## src/rtl/tct_pkg.sv

```systemverilog
package tct_pkg;
  localparam int unsigned BUS_W  = 32;
  localparam int unsigned ADDR_W = 18;

  // Byte offsets of the register window
  localparam logic [ADDR_W-1:0] OFS_CNT_LO    = 18'h00008;
  localparam logic [ADDR_W-1:0] OFS_CNT_HI    = 18'h0000C;
  localparam logic [ADDR_W-1:0] OFS_ALT_FRAME = 18'h20000;
  localparam logic [ADDR_W-1:0] OFS_CMP_LO    = 18'h10020;
  localparam logic [ADDR_W-1:0] OFS_CMP_HI    = 18'h10024;
  localparam logic [ADDR_W-1:0] OFS_CTRL      = 18'h1002C;

  // Control register bit positions
  localparam int unsigned CTRL_EN_BIT   = 0;
  localparam int unsigned CTRL_MASK_BIT = 1;

  typedef struct packed {
    logic             wrCmpLo;
    logic             wrCmpHi;
    logic             wrCtrl;
    logic [BUS_W-1:0] data;
  } tctStrobe_t;

  typedef enum logic [2:0] {
    SEL_NONE,
    SEL_CNT_LO,
    SEL_CNT_HI,
    SEL_CMP_LO,
    SEL_CMP_HI,
    SEL_CTRL
  } tctSel_t;
endpackage

```

## src/rtl/tct_datapath.sv

```systemverilog
module tct_datapath
  import tct_pkg::*;
#(
  parameter bit          USE_DIV     = 1'b1,
  parameter int unsigned DIV_RATIO   = 3,
  parameter int unsigned CNT_W       = 64,
  parameter int unsigned CMP_HI_BITS = 20
) (
  input  logic                   clk,
  input  logic                   rstN,
  input  tctStrobe_t             strobe,
  output logic                   tick,
  output logic [CNT_W-1:0]       count,
  output logic [BUS_W-1:0]       cmpLo,
  output logic [CMP_HI_BITS-1:0] cmpHi,
  output logic                   en,
  output logic                   mask,
  output logic                   status,
  output logic                   irq
);
  localparam int unsigned CMP_W = BUS_W + CMP_HI_BITS;
  localparam int unsigned DIV_W = (DIV_RATIO > 2) ? $clog2(DIV_RATIO) : 1;

  logic [CMP_W-1:0] cmpVal;
  logic             hit;

  // Prescaler: one tick per DIV_RATIO clocks, or every clock
  generate
    if (USE_DIV) begin : g_div
      localparam logic [DIV_W-1:0] DIV_LAST = DIV_W'(DIV_RATIO - 1);
      logic [DIV_W-1:0] divCnt;
      always_ff @(posedge clk or negedge rstN) begin
        if (!rstN)                 divCnt <= '0;
        else if (divCnt == DIV_LAST) divCnt <= '0;
        else                       divCnt <= divCnt + 1'b1;
      end
      assign tick = (divCnt == DIV_LAST);
    end else begin : g_nodiv
      assign tick = 1'b1;
    end
  endgenerate

  always_ff @(posedge clk or negedge rstN) begin
    if (!rstN)     count <= '0;
    else if (tick) count <= count + 1'b1;
  end

  always_ff @(posedge clk or negedge rstN) begin
    if (!rstN) begin
      cmpLo <= '0;
      cmpHi <= '0;
    end else begin
      if (strobe.wrCmpLo) cmpLo <= strobe.data;
      if (strobe.wrCmpHi) cmpHi <= strobe.data[CMP_HI_BITS-1:0];
    end
  end

  assign cmpVal = {cmpHi, cmpLo};
  assign hit    = (count >= CNT_W'(cmpVal));

  always_ff @(posedge clk or negedge rstN) begin
    if (!rstN) begin
      en   <= 1'b0;
      mask <= 1'b0;
    end else if (strobe.wrCtrl) begin
      en   <= strobe.data[CTRL_EN_BIT];
      mask <= strobe.data[CTRL_MASK_BIT];
    end
  end

  // Clearing enable is the acknowledge; it wins over a same-cycle match
  always_ff @(posedge clk or negedge rstN) begin
    if (!rstN)                                         status <= 1'b0;
    else if (strobe.wrCtrl && !strobe.data[CTRL_EN_BIT]) status <= 1'b0;
    else if (tick && en && hit)                        status <= 1'b1;
  end

  assign irq = status & ~mask;
endmodule

```

## src/rtl/tct_ctrl.sv

```systemverilog
module tct_ctrl
  import tct_pkg::*;
#(
  parameter bit          ALT_LAYOUT  = 1'b0,
  parameter int unsigned CNT_W       = 64,
  parameter int unsigned CMP_HI_BITS = 20
) (
  input  logic                   wrEn,
  input  logic                   rdEn,
  input  logic [ADDR_W-1:0]      addr,
  input  logic [BUS_W-1:0]       wdata,
  input  logic [CNT_W-1:0]       count,
  input  logic [BUS_W-1:0]       cmpLo,
  input  logic [CMP_HI_BITS-1:0] cmpHi,
  input  logic                   en,
  input  logic                   mask,
  input  logic                   status,
  output tctStrobe_t             strobe,
  output logic [BUS_W-1:0]       rdata
);
  localparam logic [ADDR_W-1:0] FRAME    = ALT_LAYOUT ? OFS_ALT_FRAME : '0;
  localparam logic [ADDR_W-1:0] CNT_LO_A = OFS_CNT_LO + FRAME;
  localparam logic [ADDR_W-1:0] CNT_HI_A = OFS_CNT_HI + FRAME;

  tctSel_t sel;

  always_comb begin
    if (addr == CNT_LO_A)        sel = SEL_CNT_LO;
    else if (addr == CNT_HI_A)   sel = SEL_CNT_HI;
    else if (addr == OFS_CMP_LO) sel = SEL_CMP_LO;
    else if (addr == OFS_CMP_HI) sel = SEL_CMP_HI;
    else if (addr == OFS_CTRL)   sel = SEL_CTRL;
    else                         sel = SEL_NONE;
  end

  // Only the compare words and the control register accept writes
  always_comb begin
    strobe.wrCmpLo = wrEn && (sel == SEL_CMP_LO);
    strobe.wrCmpHi = wrEn && (sel == SEL_CMP_HI);
    strobe.wrCtrl  = wrEn && (sel == SEL_CTRL);
    strobe.data    = wdata;
  end

  always_comb begin
    rdata = '0;
    if (rdEn) begin
      case (sel)
        SEL_CNT_LO: rdata = count[BUS_W-1:0];
        SEL_CNT_HI: rdata = BUS_W'(count[CNT_W-1:BUS_W]);
        SEL_CMP_LO: rdata = cmpLo;
        SEL_CMP_HI: rdata = BUS_W'(cmpHi);
        SEL_CTRL:   rdata = BUS_W'({status, mask, en});
        default:    rdata = '0;
      endcase
    end
  end
endmodule

```

## src/rtl/tick_compare_timer.sv

```systemverilog
module tick_compare_timer
  import tct_pkg::*;
#(
  parameter bit          USE_DIV     = 1'b1,
  parameter bit          ALT_LAYOUT  = 1'b0,
  parameter int unsigned DIV_RATIO   = 3,
  parameter int unsigned CNT_W       = 64,
  parameter int unsigned CMP_HI_BITS = 20
) (
  input  logic              clk,
  input  logic              rstN,
  input  logic              busWrEn,
  input  logic              busRdEn,
  input  logic [ADDR_W-1:0] busAddr,
  input  logic [BUS_W-1:0]  busWdata,
  output logic [BUS_W-1:0]  busRdata,
  output logic              irqOut
);
  tctStrobe_t             strobe;
  logic                   tick;
  logic [CNT_W-1:0]       count;
  logic [BUS_W-1:0]       cmpLo;
  logic [CMP_HI_BITS-1:0] cmpHi;
  logic                   en;
  logic                   mask;
  logic                   status;

  tct_ctrl #(
    .ALT_LAYOUT (ALT_LAYOUT),
    .CNT_W      (CNT_W),
    .CMP_HI_BITS(CMP_HI_BITS)
  ) uCtrl (
    .wrEn  (busWrEn),
    .rdEn  (busRdEn),
    .addr  (busAddr),
    .wdata (busWdata),
    .count (count),
    .cmpLo (cmpLo),
    .cmpHi (cmpHi),
    .en    (en),
    .mask  (mask),
    .status(status),
    .strobe(strobe),
    .rdata (busRdata)
  );

  tct_datapath #(
    .USE_DIV    (USE_DIV),
    .DIV_RATIO  (DIV_RATIO),
    .CNT_W      (CNT_W),
    .CMP_HI_BITS(CMP_HI_BITS)
  ) uDp (
    .clk   (clk),
    .rstN  (rstN),
    .strobe(strobe),
    .tick  (tick),
    .count (count),
    .cmpLo (cmpLo),
    .cmpHi (cmpHi),
    .en    (en),
    .mask  (mask),
    .status(status),
    .irq   (irqOut)
  );
endmodule

```

## config.mk

```make
export PLATFORM = sky130hd
export DESIGN_NAME = tick_compare_timer
export DESIGN_NICKNAME = d
export VERILOG_FILES = /design/src/rtl/tct_pkg.sv /design/src/rtl/tct_datapath.sv /design/src/rtl/tct_ctrl.sv /design/src/rtl/tick_compare_timer.sv
export SDC_FILE = /design/constraint.sdc
export NUM_CORES = 1
export LEC_CHECK = 0
export ABC_AREA = 1
export BUFFER_PORTS_ARGS = -buffer_cell sky130_fd_sc_hd__buf_2
export CAP_MARGIN = 20
export CORE_MARGIN = 2
export CORE_UTILIZATION = 43
export CTS_CLUSTER_SIZE = 12
export DETAILED_ROUTE_END_ITERATION = 16
export GPL_TIMING_DRIVEN = 0
export HOLD_SLACK_MARGIN = 0.1
export MAX_ROUTING_LAYER = met4
export PLACE_DENSITY = 0.62
export SLEW_MARGIN = 20
export SYNTH_ARGS = -nofsm -noshare
export SYNTH_HDL_FRONTEND = slang
export SYNTH_SLANG_ARGS = --single-unit
export TNS_END_PERCENT = 10
```

## constraint.sdc

```tcl
create_clock -name clk -period 5.7 [get_ports clk]
set_input_delay 1.14 -clock clk [delete_from_list [all_inputs] [get_ports clk]]
set_output_delay 1.14 -clock clk [all_outputs]
set_load 0.02 [all_outputs]
```

==> summary.md <==
The flow ran to the end, and the final reports show no timing, DRC or antenna violations. The number of violations reported at the end of detailed-routing iteration 0 is 506. Path depth of the worst reg2reg path: 9. The biggest area contributor in the post-synthesis netlist is sky130_fd_sc_hd__dfrtp_1. Each instance of the synthesized netlist takes up on average 7.972 sq um.

Growth of design area from synthesis to finish: 17.77%. The floorplan step set the die height to 139.5 um. In the routed layout, each cell is associated on average with a via count of 5.257.

The tools report the number of warnings issued by yosys as 0. Once routing completed, OpenROAD measured the worst setup slack at 1.177 ns. In the layout the commonest cells are sky130_fd_sc_hd__nand2_1 (174), sky130_fd_sc_hd__inv_1 (162), sky130_fd_sc_hd__dfrtp_1 (121). For the hold violation total from the final report, the log shows 0. For flop-to-flop paths, the worst setup slack is 3.39 ns. The setup TNS is 0 ns. Total congestion overflow: 0. The total vias in the final route came out at 7034. With fillers left out, the area of the finished cells amounts to 0.009304 sq mm.

For the number of unique standard cell types used by synthesis, the log shows 45. The max-slew violation count was 0; the antenna violation net count after detailed routing was 0. For this design, the sink count on the clock tree is 121.

The run gives 82 as the pin count of the biggest net entering global routing. The largest fanout of any net on the critical path works out to 10. The first global-routing pass estimated 38030 um of wire. The most used flip-flop cell after synthesis is sky130_fd_sc_hd__dfrtp_1. Ranked by total cell area, the synthesized netlist is headed by sky130_fd_sc_hd__dfrtp_1 (38%), sky130_fd_sc_hd__ha_1 (8.4%), sky130_fd_sc_hd__nand2_1 (8.3%). The I/O pin total is 87, and the static leakage is 0.004439 uW.

In this run the worst setup path begins at busAddr[1]. The capture point of the critical path was busRdata[7]. The run gives 0 as the hold buffer count at cts. At the worst endpoint, the required time is 4.56 ns.

The total power density per cell area was 228.4 mW/mm^2. Data arrives at the worst endpoint at 3.38 ns. Clock latency on the worst-skew pair, taken at its later pin, is 0.43 ns. The net count of the finished layout is 1204. The buffer type at the clock tree root is sky130_fd_sc_hd__clkbuf_16. The number of diodes added for antenna fixing is 0, and the TritonCTS buffer count is 17. On the final layout, the worst clock skew is 0.008193 ns. The worst hold-check path type is reg -> reg.

The run gives 51.62% as the final cell utilization of the core. The area of the mapped netlist was 0.007900 sq mm; the detailed-router iteration count before antenna repair was 8. The global-route usage over all layers came out at 26.27%.

The number of enable flip-flop cells after synthesis works out to 0. The endpoint class of the critical path was an output pin. The tools report the type of element launching the critical path as an input pin. The clock-pin slew on the worst setup and hold paths is 0.06 ns, and the detail-routed net length per standard cell is 17.84 um.

The startpoint of the worst register-to-register path was uDp.count[1]. After detailed placement, the total cell area comes to 0.008655 sq mm. In this run, synthesis produced a sequential element count of 121. The clock tree synthesis step divided the H-tree into 4 levels. For the pin with the worst max-slew slack, the measured transition is 0.8206 ns. Summing the sequential cell areas from Yosys gives 38.33% of the chip area. Number of resized instances in the post-cts repair step: 0. The run gives 0.2086 mV as the worst-case vdd ir drop.

Of the available clock period, the critical path in the final layout requires 79.35%. The post-CTS setup buffer count was 0. Setup repair after global routing left no endpoint under its margin. The core region is 0.01802 sq mm. For this block, the routed nets add up to 23870 um of wire.

For the starting utilization of the core area, the log shows 43.83%. The overall die area came out at 0.01947 sq mm. The smallest clock period supported by the final layout is computed as 4.523 ns.

Of the post-synthesis cell area, the dominant cell type holds 38.33%. Before CTS, the worst setup slack after placement is 1.202 ns. The tools report the via count of the first global-routing pass as 6954.

No sink is reached through more buffers than the 2 on the longest clock path. The congestion estimate from routability-driven global placement came to 0.9920. The tools report the worst-case headroom to the max-slew limit as 45.30%. Once placement completed, the tool counted placed cells totaling 1307. The worst setup path is of the in -> out kind. The number of antenna violations at the first check in global routing is 0, and the number of rows in the core area is 49. The tools report the DRC violation count after routing as 0. The highest clock rate is 221.1 MHz, and the net count after synthesis is 1098. The count of input and output buffers works out to 86. The final setup violation count is 0. TritonCTS built the clock tree. Max-cap violations in this run came to 0. Filler-free cell count of the finished design: 1338. Leaving out fill and tap cells, the most frequent cell in the layout is sky130_fd_sc_hd__nand2_1.

In the synthesized netlist the async set-or-reset flop fraction comes to 100.0%. The fraction of layout instances using a drive strength above 1 was 16.41%; the post-synthesis cell count was 991. Once detailed placement completed, the half-perimeter wirelength came to 18420 um.

The endpoint of the worst register-to-register path is uDp.count[48]. Measured along the x axis, the die boundary spans 139.5 um.
==> where the power goes <==
part | internal (uW) | total [uW] | switching [uW]
sequential | 860 | 860 | 0.0265
clock | 826 | 1220 | 392
combinational | 17.9 | 46.5 | 28.6
total | 1700 | 2120 | 421
==> cell usage after synthesis (all sizes together) (4+ instances only) <==
cell and count:
inv 166, nor3 35, o22ai 18, nand4 24
a221oi 4, a21oi 62, xor2 51, o21ai 58
nor2 98, mux2 12, nand2 186, xnor2 11
ha 53, buf 7, nor4 6, dfrtp 121
a22oi 11, clkbuf 15, nand3 37
==> final cells by class <==
| type | count | area, sq um |
|---|---|---|
| clock buffers | 22 | 454.2 |
| flip-flops and latches | 121 | 3028 |
| plain buffers | 22 | 100.1 |
| fillers | 1808 | 8721 |
| repair buffers | 87 | 467.9 |
| well taps | 229 | 286.5 |
| multi-input cells | 681 | 4145 |
| inverters | 167 | 626.9 |
| clock inverters | 9 | 195.2 |
==> flip-flops by register name, summed over array words and instances, names as in the netlist <==
name / cells
uDp.cmpHi: 20
uDp.cmpLo: 32
uDp.count: 64
uDp.en: 1
uDp.g_div.divCnt: 2
uDp.mask: 1
uDp.status: 1
==> kinds of logic (layout without fill, tap and decap cells) <==
logic type / Yosys count / in the layout / share of synthesized area (%)
xor+xnor: 62 / 62 / 6.874
compound gates: 159 / 159 / 11.15
simple gates: 395 / 395 / 24.34
buf+inv: 189 / 307 / 9.202
mux: 12 / 12 / 1.710
flops: 121 / 121 / 38.33
fa+ha+maj: 53 / 53 / 8.394
==> through the flow <==
step           hold WS [ns]  total power, uW
2_1_floorplan        0.4032            881.9
3_3_place_gp         0.4170            919.6
3_5_place_dp         0.4200            923.3
4_1_cts              0.4278             2140
5_1_grt              0.4449             2192
6_report             0.4249             2125
==> worst max-delay path: stages <==
cell and delay (ns):
sky130_fd_sc_hd__buf_2 0.09, sky130_fd_sc_hd__or2_1 0.25, sky130_fd_sc_hd__nor3_1 0.17, sky130_fd_sc_hd__and2_1 0.13, sky130_fd_sc_hd__buf_2 0.27, sky130_fd_sc_hd__clkbuf_1 0.66
sky130_fd_sc_hd__a21oi_1 0.19, sky130_fd_sc_hd__a21oi_1 0.26, sky130_fd_sc_hd__buf_2 0.21
==> worst min path at each step <==
stage | start | slack, ns | cells after the start | endpoint
after detailed placement | uDp.g_div.divCnt[0] | 0.42 | 1 | uDp.g_div.divCnt[0]
after floorplan | uDp.g_div.divCnt[0] | 0.40 | 1 | uDp.g_div.divCnt[0]
after global placement | uDp.g_div.divCnt[0] | 0.42 | 1 | uDp.g_div.divCnt[0]
after CTS | uDp.g_div.divCnt[0] | 0.43 | 1 | uDp.g_div.divCnt[0]
final | uDp.g_div.divCnt[0] | 0.42 | 1 | uDp.g_div.divCnt[0]
after global routing | uDp.g_div.divCnt[0] | 0.44 | 1 | uDp.g_div.divCnt[0]
==> per-layer routing <==
metal,part of all wire [%],global-route usage (%)
met2,47,40.92
met1,45,35.21
met3,6.2,4.646
met5,0,-
met4,1.6,8.053
Note: power is estimated with default switching activity, not from simulation.
